<file path="src/rtl/msi_intc_pkg.sv">
`timescale 1ns/1ps
package msi_intc_pkg;
  // Top-level words
  localparam int unsigned TOP_EN_OFS    = 'h180;
  localparam int unsigned TOP_ST_OFS    = 'h184;
  localparam int unsigned GRP_EN_OFS    = 'h190;
  // Per-group windows
  localparam int unsigned GRP_BASE      = 'hC00;
  localparam int unsigned GRP_STRIDE    = 'h10;
  localparam int unsigned CAP_LO_OFS    = 'h0;
  localparam int unsigned PEND_OFS      = 'h4;
  localparam int unsigned VEN_OFS       = 'h8;
  localparam int unsigned CAP_HI_BASE   = 'hC80;
  localparam int unsigned CAP_HI_STRIDE = 'h4;
  // Field positions in the top-level words
  localparam int unsigned SUM_LSB       = 8;
  localparam int unsigned INTX_LSB      = 24;
endpackage

</file>
<file path="src/rtl/msi_set_unit.sv">
`timescale 1ns/1ps
module msi_set_unit #(
  parameter int VEC     = 32,
  parameter int DATA_W  = 32,
  parameter int MADDR_W = 64
) (
  input  logic               clk,
  input  logic               rst,
  input  logic               mw_valid,
  input  logic [MADDR_W-1:0] mw_addr,
  input  logic [DATA_W-1:0]  mw_data,
  input  logic               lo_we,
  input  logic               hi_we,
  input  logic               pend_we,
  input  logic               ven_we,
  input  logic [DATA_W-1:0]  wdata,
  output logic [MADDR_W-1:0] cap_addr,
  output logic [VEC-1:0]     pend,
  output logic [VEC-1:0]     ven,
  output logic               active
);
  localparam int IDX_W = $clog2(VEC);
  localparam int HI_W  = MADDR_W - DATA_W;

  logic           hit;
  logic [VEC-1:0] hot;
  logic [VEC-1:0] pend_d;

  assign hit = mw_valid && (mw_addr == cap_addr) && (mw_data < DATA_W'(VEC));
  assign hot = hit ? (VEC'(1) << mw_data[IDX_W-1:0]) : '0;

  always_comb begin
    pend_d = pend;
    if (pend_we) pend_d = pend & ~wdata[VEC-1:0];
    pend_d = pend_d | hot;  // capture wins over clear
  end

  always_ff @(posedge clk) begin
    if (rst) begin
      cap_addr <= '0;
      pend     <= '0;
      ven      <= '0;
    end else begin
      if (lo_we)  cap_addr[DATA_W-1:0]       <= wdata;
      if (hi_we)  cap_addr[MADDR_W-1:DATA_W] <= wdata[HI_W-1:0];
      if (ven_we) ven <= wdata[VEC-1:0];
      pend <= pend_d;
    end
  end

  assign active = |(pend & ven);
endmodule

</file>
<file path="src/rtl/intx_unit.sv">
`timescale 1ns/1ps
module intx_unit #(
  parameter int N = 4
) (
  input  logic         clk,
  input  logic         rst,
  input  logic [N-1:0] assert_i,
  input  logic [N-1:0] deassert_i,
  input  logic         clr_we,
  input  logic [N-1:0] clr_mask,
  output logic [N-1:0] level,
  output logic [N-1:0] status
);
  logic [N-1:0] level_d;
  logic [N-1:0] clr_eff;

  assign level_d = (level & ~deassert_i) | assert_i;
  // a clear is honoured only for lines already deasserted
  assign clr_eff = clr_we ? (clr_mask & ~level) : '0;

  always_ff @(posedge clk) begin
    if (rst) begin
      level  <= '0;
      status <= '0;
    end else begin
      level  <= level_d;
      status <= (status & ~clr_eff) | level_d;
    end
  end
endmodule

</file>
<file path="src/rtl/msi_intc.sv">
`timescale 1ns/1ps
module msi_intc #(
  parameter int NUM_SETS    = 8,
  parameter int VEC_PER_SET = 32,
  parameter int NUM_INTX    = 4,
  parameter int DATA_W      = 32,
  parameter int MADDR_W     = 64,
  parameter int RADDR_W     = 12
) (
  input  logic               clk,
  input  logic               rst,
  input  logic               mw_valid,
  input  logic [MADDR_W-1:0] mw_addr,
  input  logic [DATA_W-1:0]  mw_data,
  input  logic [NUM_INTX-1:0] intx_assert,
  input  logic [NUM_INTX-1:0] intx_deassert,
  input  logic               reg_we,
  input  logic [RADDR_W-1:0] reg_addr,
  input  logic [DATA_W-1:0]  reg_wdata,
  output logic [DATA_W-1:0]  reg_rdata,
  output logic               irq_out
);
  import msi_intc_pkg::*;

  localparam logic [DATA_W-1:0] EN_MASK =
      (DATA_W'({NUM_SETS{1'b1}}) << SUM_LSB) | (DATA_W'({NUM_INTX{1'b1}}) << INTX_LSB);

  logic [MADDR_W-1:0]     cap_a  [NUM_SETS];
  logic [VEC_PER_SET-1:0] pend_a [NUM_SETS];
  logic [VEC_PER_SET-1:0] ven_a  [NUM_SETS];
  logic [NUM_SETS-1:0]    grp_active;
  logic [NUM_SETS-1:0]    lo_we, hi_we, pend_we, ven_we;

  logic [DATA_W-1:0]   top_en_q;
  logic [NUM_SETS-1:0] grp_en_q;
  logic [NUM_SETS-1:0] sum_q;
  logic [NUM_SETS-1:0] sum_clr;
  logic                st_we;
  logic [NUM_INTX-1:0] intx_level, intx_st;
  logic [DATA_W-1:0]   top_status;
  logic [DATA_W-1:0]   rd_d;

  logic [NUM_SETS*MADDR_W-1:0]     all_cap;
  logic [NUM_SETS*VEC_PER_SET-1:0] all_pend;

  // ---------------- write decode ----------------
  always_comb begin
    for (int i = 0; i < NUM_SETS; i++) begin
      lo_we[i]   = reg_we && (reg_addr == RADDR_W'(GRP_BASE + i*GRP_STRIDE + CAP_LO_OFS));
      pend_we[i] = reg_we && (reg_addr == RADDR_W'(GRP_BASE + i*GRP_STRIDE + PEND_OFS));
      ven_we[i]  = reg_we && (reg_addr == RADDR_W'(GRP_BASE + i*GRP_STRIDE + VEN_OFS));
      hi_we[i]   = reg_we && (reg_addr == RADDR_W'(CAP_HI_BASE + i*CAP_HI_STRIDE));
    end
  end

  assign st_we   = reg_we && (reg_addr == RADDR_W'(TOP_ST_OFS));
  assign sum_clr = st_we ? reg_wdata[SUM_LSB +: NUM_SETS] : '0;

  // ---------------- per-group capture ----------------
  for (genvar g = 0; g < NUM_SETS; g++) begin : g_grp
    msi_set_unit #(
      .VEC(VEC_PER_SET), .DATA_W(DATA_W), .MADDR_W(MADDR_W)
    ) u_grp (
      .clk(clk), .rst(rst),
      .mw_valid(mw_valid), .mw_addr(mw_addr), .mw_data(mw_data),
      .lo_we(lo_we[g]), .hi_we(hi_we[g]), .pend_we(pend_we[g]), .ven_we(ven_we[g]),
      .wdata(reg_wdata),
      .cap_addr(cap_a[g]), .pend(pend_a[g]), .ven(ven_a[g]),
      .active(grp_active[g])
    );
    assign all_cap[g*MADDR_W +: MADDR_W]          = cap_a[g];
    assign all_pend[g*VEC_PER_SET +: VEC_PER_SET] = pend_a[g];
  end

  // ---------------- legacy lines ----------------
  intx_unit #(.N(NUM_INTX)) u_intx (
    .clk(clk), .rst(rst),
    .assert_i(intx_assert), .deassert_i(intx_deassert),
    .clr_we(st_we), .clr_mask(reg_wdata[INTX_LSB +: NUM_INTX]),
    .level(intx_level), .status(intx_st)
  );

  assign top_status = (DATA_W'(sum_q) << SUM_LSB) | (DATA_W'(intx_st) << INTX_LSB);

  // ---------------- top-level registers ----------------
  always_ff @(posedge clk) begin
    if (rst) begin
      top_en_q <= '0;
      grp_en_q <= '0;
      sum_q    <= '0;
      irq_out  <= 1'b0;
    end else begin
      if (reg_we && reg_addr == RADDR_W'(TOP_EN_OFS)) top_en_q <= reg_wdata & EN_MASK;
      if (reg_we && reg_addr == RADDR_W'(GRP_EN_OFS)) grp_en_q <= reg_wdata[NUM_SETS-1:0];
      for (int i = 0; i < NUM_SETS; i++) begin
        if (sum_clr[i])                         sum_q[i] <= 1'b0;
        else if (grp_en_q[i] && grp_active[i])  sum_q[i] <= 1'b1;
      end
      irq_out <= |(top_status & top_en_q);
    end
  end

  // ---------------- registered read ----------------
  always_comb begin
    rd_d = '0;
    if (reg_addr == RADDR_W'(TOP_EN_OFS)) rd_d = top_en_q;
    if (reg_addr == RADDR_W'(TOP_ST_OFS)) rd_d = top_status;
    if (reg_addr == RADDR_W'(GRP_EN_OFS)) rd_d = DATA_W'(grp_en_q);
    for (int i = 0; i < NUM_SETS; i++) begin
      if (reg_addr == RADDR_W'(GRP_BASE + i*GRP_STRIDE + CAP_LO_OFS)) rd_d = cap_a[i][DATA_W-1:0];
      if (reg_addr == RADDR_W'(GRP_BASE + i*GRP_STRIDE + PEND_OFS))   rd_d = DATA_W'(pend_a[i]);
      if (reg_addr == RADDR_W'(GRP_BASE + i*GRP_STRIDE + VEN_OFS))    rd_d = DATA_W'(ven_a[i]);
      if (reg_addr == RADDR_W'(CAP_HI_BASE + i*CAP_HI_STRIDE))        rd_d = DATA_W'(cap_a[i][MADDR_W-1:DATA_W]);
    end
  end

  always_ff @(posedge clk) begin
    if (rst) reg_rdata <= '0;
    else     reg_rdata <= rd_d;
  end
endmodule

</file>
<file path="config.mk">
export PLATFORM = sky130hd
export DESIGN_NAME = msi_intc
export DESIGN_NICKNAME = d
export VERILOG_FILES = /design/src/rtl/msi_intc_pkg.sv /design/src/rtl/msi_set_unit.sv /design/src/rtl/intx_unit.sv /design/src/rtl/msi_intc.sv
export SDC_FILE = /design/constraint.sdc
export NUM_CORES = 2
export LEC_CHECK = 0
export ABC_AREA = 1
export BUFFER_PORTS_ARGS = -buffer_cell sky130_fd_sc_hd__buf_2
export CORE_AREA = 10 10 347 349
export DETAILED_ROUTE_END_ITERATION = 10
export DIE_AREA = 0 0 357 359
export HOLD_SLACK_MARGIN = 0.05
export MAX_ROUTING_LAYER = met4
export PLACE_DENSITY_LB_ADDON = 0.25
export SLEW_MARGIN = 5
export SYNTH_ARGS = -nofsm -noshare
export SYNTH_HDL_FRONTEND = slang
export SYNTH_HIERARCHICAL = 1
export SYNTH_SLANG_ARGS = --single-unit
</file>
<file path="constraint.sdc">
create_clock -name clk -period 4.6 [get_ports clk]
set_input_delay 0.23 -clock clk [delete_from_list [all_inputs] [get_ports clk]]
set_output_delay 0.23 -clock clk [all_outputs]
set_load 0.1 [all_outputs]
</file>
### Word-level counts from Yosys, hierarchy flattened

Index checks and enable logic that the tools add are counted.

| operators by class | value |
|---|---|
| shifts and indexed selects | 1 |
| $lt $le $gt $ge | 1 |
| multiply operators | 0 |
| reductions and logical operators | 76 |
| eq/ne operators | 43 |
| multiplexer cells | 53 |
| div/mod/pow operators | 0 |
| add/sub/neg operators | 0 |
| bitwise operators | 35 |

Operators with widths:

| kind | count |
|---|---|
| 32-bit two-way mux | 50 |
| 32-bit AND | 16 |
| 64-bit == test | 8 |
| 12-bit == test, second input constant | 32 |
| 32-bit OR reduction | 9 |
| 32-bit bitwise OR | 8 |
| 1-bit logical AND | 59 |
| 12-bit by 9-bit == test with 1-bit output, second input constant | 3 |
| 32-bit by 6-bit < comparator with 1-bit output, second input constant | 1 |
| 32-bit NOT | 1 |
| 1-bit by 5-bit left shift with 32-bit output, first input constant | 1 |
| 28-bit AND | 1 |
| 28-bit two-way mux | 1 |
| 16-bit by 28-bit bitwise OR with 28-bit output | 1 |
| 2-bit OR reduction | 8 |
| 4-bit AND | 3 |
| 4-bit NOT | 3 |
| 8-bit two-way mux | 1 |
| 4-bit bitwise OR | 2 |
| 4-bit two-way mux | 1 |

| word-level totals | value |
|---|---|
| memory bits (writable) | 0 |
| flip-flop bits (word level) | 1,093 |
| word-level logic and storage cells | 255 |
| memories kept | 0 |
| memory bits (read-only) | 0 |
| latch bits | 0 |

### Depth between registers and ports, before layout

| logic depth | value |
|---|---|
| word-level depth | 36 |
| depth in mapped cells | 66 |

### By module

The synthesis kept the hierarchy.

Modules (own cells, without submodules):

| module | cells each | instances | seq. area each (µm²) | area each (µm²) |
|---|---|---|---|---|
| msi_set_unit | 854 | 8 | 2,562.5 | 6,164.7 |
| msi_intc | 2,375 | 1 | 1,221.2 | 12,246.7 |
| intx_unit | 57 | 1 | 160.2 | 349.1 |

### Worst setup path before layout

OpenSTA, ideal clock, no wires.

| timing path | value |
|---|---|
| path type | in2reg |
| start point | input reg_addr[9] |
| end point | register reg_rdata[25] |
| setup slack | 1.056 ns |
| required time | 4.474 ns |
| arrival | 3.417 ns |
| cell stages on the path | 62 |
| cells stage by stage | nor2_2 -> nand2_2 -> buf_6 -> nor2_8 -> inv_4 -> nor2_4 -> inv_2 -> or2_1 -> nand2_1 -> nand2_1 -> nand2_1 -> nand2_1 -> nand2_1 -> nand2_1 -> nand2_1 -> nand2_1 -> nand2_1 -> nand2_1 -> (+26 left out) -> nand2_1 -> nand2_1 -> nand2_1 -> nand2_1 -> nand2_1 -> nand2_1 -> nand2_1 -> nand2_1 -> nand2_1 -> nand2_1 -> nand2_1 -> nand2_1 -> nand2_1 -> nand2_1 -> nand2_1 -> nand2_1 -> nand2_1 -> a21oi_2 |

| on the way | value |
|---|---|
| longest elaborated chain between the ends | 36 |

Ends and longest elaborated chain:

| what | RTL line | text |
|---|---|---|
| start: declaration | msi_intc.sv:18 | `input logic [RADDR_W-1:0] reg_addr,` |
| 12-bit by 9-bit == test with 1-bit output | msi_intc.sv:106 | `if (reg_addr == RADDR_W'(TOP_EN_OFS)) rd_d = top_en_q;` |
| 28-bit two-way mux | msi_intc.sv:106 |  |
| 32-bit two-way mux | msi_intc.sv:107 | `if (reg_addr == RADDR_W'(TOP_ST_OFS)) rd_d = top_status;` |
| 32-bit two-way mux | msi_intc.sv:108 | `if (reg_addr == RADDR_W'(GRP_EN_OFS)) rd_d = DATA_W'(grp_en_q);` |
| 32-bit two-way mux | msi_intc.sv:110 | `if (reg_addr == RADDR_W'(GRP_BASE + i*GRP_STRIDE + CAP_LO_OFS)) rd_d = cap_a[i][DATA_W-1:0];` |
| 32-bit two-way mux | msi_intc.sv:111 | `if (reg_addr == RADDR_W'(GRP_BASE + i*GRP_STRIDE + PEND_OFS)) rd_d = DATA_W'(pend_a[i]);` |
| 32-bit two-way mux | msi_intc.sv:112 | `if (reg_addr == RADDR_W'(GRP_BASE + i*GRP_STRIDE + VEN_OFS)) rd_d = DATA_W'(ven_a[i]);` |
| 32-bit two-way mux | msi_intc.sv:113 | `if (reg_addr == RADDR_W'(CAP_HI_BASE + i*CAP_HI_STRIDE)) rd_d = DATA_W'(cap_a[i][MADDR_W-1:DATA_W]);` |
| (+20 left out) | n/a |  |
| 32-bit two-way mux | msi_intc.sv:110 |  |
| 32-bit two-way mux | msi_intc.sv:111 |  |
| 32-bit two-way mux | msi_intc.sv:112 |  |
| 32-bit two-way mux | msi_intc.sv:113 |  |
| 32-bit two-way mux | msi_intc.sv:110 |  |
| 32-bit two-way mux | msi_intc.sv:111 |  |
| 32-bit two-way mux | msi_intc.sv:112 |  |
| 32-bit two-way mux * | msi_intc.sv:113 |  |
| end signal: assignment | msi_intc.sv:119 | `else reg_rdata <= rd_d;` |
| end: declaration | msi_intc.sv:20 | `output logic [DATA_W-1:0] reg_rdata,` |

Every way passes the cells marked *; elsewhere a longest branch is shown, timed or not.
A chain may end at the register's enable or synchronous reset.

### Worst setup path after layout

| timing path | value |
|---|---|
| start point | input reg_addr[6] |
| end point | register reg_rdata[6] |

| on the way | value |
|---|---|
| longest elaborated chain between the ends | 35 |

Ends and longest elaborated chain:

| what | RTL line |
|---|---|
| 12-bit by 9-bit == test with 1-bit output | msi_intc.sv:107 |
| 32-bit two-way mux | msi_intc.sv:107 |
| 32-bit two-way mux | msi_intc.sv:108 |
| 32-bit two-way mux | msi_intc.sv:110 |
| 32-bit two-way mux | msi_intc.sv:111 |
| 32-bit two-way mux | msi_intc.sv:112 |
| 32-bit two-way mux | msi_intc.sv:113 |
| 32-bit two-way mux | msi_intc.sv:110 |
| (+19 left out) | n/a |
| 32-bit two-way mux | msi_intc.sv:110 |
| 32-bit two-way mux | msi_intc.sv:111 |
| 32-bit two-way mux | msi_intc.sv:112 |
| 32-bit two-way mux | msi_intc.sv:113 |
| 32-bit two-way mux | msi_intc.sv:110 |
| 32-bit two-way mux | msi_intc.sv:111 |
| 32-bit two-way mux | msi_intc.sv:112 |
| 32-bit two-way mux * | msi_intc.sv:113 |

Marks and branches as above.

==> flow_summary.json <==
{
  "yosysTopAreaCellShare_pct": 35.34,
  "core_area_mm2": 0.1136,
  "path_depth": 48,
  "cpMostUsedCell": "nand2_1",
  "vias": 69370,
  "status": "complete, but fails checks",
  "io_buffers": 184,
  "grt_pass1_vias": 62600,
  "synth_warnings": 6,
  "placementRows": 124,
  "slew_violations": 4,
  "timing.critical_path.buf_inv": 5,
  "drc": 0,
  "drt_iter0_drc": 11630,
  "numCtsBuffers": 121,
  "dpl.hpwl_um": 217000,
  "rsz0062_at_grt": "true",
  "ios": 185,
  "wirelength_um": 318500,
  "violations": "slew limit, setup timing",
  "synth-seq-cells": 1093,
  "sw_frac_of_total_pct": 26.94,
  "syn_to_final_growth_pct": 15.38,
  "pwr-share-seq_pct": 43.5,
  "hold_path_depth": 2,
  "worst_slack_ps": -278.3,
  "critPathLaunchType": "input pin",
  "ir_worst_vdd_mv": 0.3232,
  "synth_top_cells_by_area": "dfxtp_1 35%, nand2_1 12%, nor2_1 10%",
  "cellPowerDensity_mw_per_mm2": 304.9,
  "hold-worst-slack_ps": 73.48,
  "fin_crit_sh_pct": 106.0,
  "start_util_pct": 54.52,
  "required_ps": 5190,
  "yosys_most_used_dff": "dfxtp_1",
  "power_frac_comb_pct": 8.6,
  "via_per_inst": 6.267,
  "placed_cell_area_mm2": 0.06543,
  "antenna_found_initial": 20,
  "max_freq_mhz": 205.0,
  "r2r_cells": 44,
  "clockBufferDepth": 3,
  "dr.pass1.iters": 7,
  "clockRootBuffer": "clkbuf_16",
  "antenna_left": 0,
  "slew_headroom_pct": -0.03297,
  "worstPathMaxFanout": 9,
  "hold_viol": 0,
  "nets": 9574,
  "synth.net_count": 9416,
  "async_flop_share_pct": 0,
  "leakage_nw": 30.09,
  "synth_edf_count": 0,
  "wire_per_inst_um": 28.77,
  "yosysTopAreaCell": "dfxtp_1",
  "endpoint_kind": "register",
  "power_frac_clock_pct": 47.9,
  "clk_pin_slew_worst_paths_ps": 60,
  "crit_family": "simple AND/OR/NAND/NOR gates",
  "avgSynthCellArea_um2": 6.683,
  "hp-class": "in -> reg",
  "fin_skew_ps": 39.39,
  "tightest_slew_ps": 1500,
  "slowest_delay_ps": 360,
  "finalSetupViolCount": 12,
  "stdcell_area_mm2": 0.07144,
  "clock_latency_ps": 750,
  "netlist_instances": 9264,
  "die_y_um": 359,
  "p_int_w": 0.01592,
  "max_cap_violations": 0,
  "period_needed_ps": 4878,
  "cts.sink_count": 1093,
  "crit_path_top_delay_cell": "o211ai_1",
  "grt-ovfl-total": 0,
  "track_usage_pct": 48.58,
  "reg2reg_slack_ps": -200,
  "design.die.area_mm2": 0.1282,
  "cts_tree": "done",
  "ys_seq_area_share_pct": 35.34,
  "ys_types": 52,
  "critPathKind": "in -> reg",
  "syn_area_mm2": 0.06191,
  "placed_cells": 10780,
  "grt_max_degree": 222,
  "die-width_um": 357,
  "fin_cells": 11070,
  "place_congestion": 1.080,
  "crit_arrival_ps": 5470,
  "cts-htree-levels": 3,
  "grt_pass1_wl_um": 445000,
  "layout-drive-gt1-share_pct": 14.92,
  "switching_power_w": 0.005869
}
## metrics by stage
stage | util (%) | TNS (ps) | worst slack (ps) | power [W]
2_1_floorplan | - | 0 | 1056 | 0.01040
3_3_place_gp | 57.62 | -34840 | -2039 | 0.01137
3_5_place_dp | 57.62 | -34730 | -2071 | 0.01138
4_1_cts | 61.98 | -55.45 | -55.14 | 0.02154
5_1_grt | 62.89 | -6170 | -497.0 | 0.02209
6_report | 62.90 | -924.4 | -278.3 | 0.02178
## path summary, 6_finish.rpt
kind,from,to
worst min-delay path,rst,g_grp[7].u_grp/pend[20]
worst max-delay path,reg_addr[6],reg_rdata[6]
worst min register to register,g_grp[2].u_grp/pend[14],g_grp[2].u_grp/pend[14]
worst max register to register,grp_en_q[6],reg_rdata[6]
## layout by cell type (no fill, tap or decap), drive strengths merged, types with 80 or more instances in the layout
master  netlist  final
dfxtp      1093   1093
nand3       122    122
nor2       1740   1740
xor2        120    120
nand4       446    446
o21ai       437    437
a221oi      122    122
nor3         80     80
or2         229    229
xnor2       160    160
inv         872    874
a21oi       358    358
buf         237    595
nand2      2038   2038
clkbuf      327    185
a211oi      768    768
## flip-flops by register name (all words and copies together) (netlist names)
signal / cells
g_grp.u_grp/cap_addr: 512
g_grp.u_grp/pend: 256
g_grp.u_grp/ven: 256
grp_en_q: 8
irq_out: 1
reg_rdata: 32
sum_q: 8
top_en_q: 12
u_intx/level: 4
u_intx/status: 4
## synthesized netlist by cell type (2+ instances only)
cell / n
nand2_1: 2032
nor2_1: 1695
dfxtp_1: 1093
inv_1: 853
a211oi_1: 768
nand4_1: 438
o21ai_0: 359
a21oi_1: 349
clkbuf_1: 317
or2_2: 221
xnor2_1: 160
a221oi_1: 120
nand3_1: 120
xor2_1: 120
buf_1: 81
nor3_1: 80
o21ai_1: 77
buf_2: 75
buf_6: 53
nor2_4: 30
buf_4: 28
o211ai_1: 25
inv_2: 17
nor2_2: 14
o221ai_1: 13
o22ai_1: 13
clkinv_1: 12
a221o_1: 10
a21oi_2: 9
a211o_1: 8
and2_0: 8
clkbuf_8: 8
dlygate4sd1_1: 8
nand4_2: 8
nor4_1: 8
or2_0: 7
a31oi_1: 5
nand2_2: 3
nand2_4: 3
a221oi_2: 2
clkbuf_4: 2
inv_4: 2
## area by class of cell
cell class | instances | area [um^2]
repair buffers | 607 | 4587
inverters | 884 | 3336
clock inverters | 40 | 553.0
flip-flops and latches | 1093 | 21890
fillers | 10630 | 42130
diodes | 34 | 85.08
multi-input cells | 6715 | 35480
well taps | 1512 | 1892
clock buffers | 184 | 3616
## cell families after synthesis
group | count (synthesis) | share of synthesized area (%)
and+or+nand+nor | 4671 | 32.12
AOI/OAI and AO/OA | 1764 | 18.57
buffers and inverters | 1456 | 10.01
DFF | 1093 | 35.34
xor gates and xnor gates | 280 | 3.961
## layer usage
| layer | vias to the layer above | global-route usage (%) | wire [um] |
|---|---|---|---|
| li1 | 31100 | - | - |
| met1 | 32110 | 58.60 | 114900 |
| met2 | 5051 | 63.87 | 123300 |
| met3 | 1107 | 19.04 | 50120 |
| met4 | 0 | 37.00 | 30180 |
| met5 | - | - | 0 |
## worst reg2reg max path, delay by kind of cell, from the launching register on
kind / cells / cell delay [ps]
flip-flops: 1 / 340
AND/OR/NAND/NOR: 27 / 2340
AO/OA/AOI/OAI: 17 / 1960
## power by group through the flow
stage / registers [W] / logic [W] / clock network, W
finish: 0.00948 / 0.00187 / 0.0104
global route: 0.00948 / 0.00186 / 0.0108
CTS: 0.00948 / 0.00170 / 0.0104
detailed placement: 0.00969 / 0.00169 / 0
global placement: 0.00969 / 0.00168 / 0
floorplan: 0.00969 / 0.000713 / 0
## repair_timing
action                     CTS  global route
buffers inserted             4            17
hold endpoints to repair    18             0
hold buffers                10             0
gates cloned                 0             1
setup endpoints to repair   31            32
pin swaps                   33           127
resized for setup          131           199
Power figures use the tool's default switching activity.
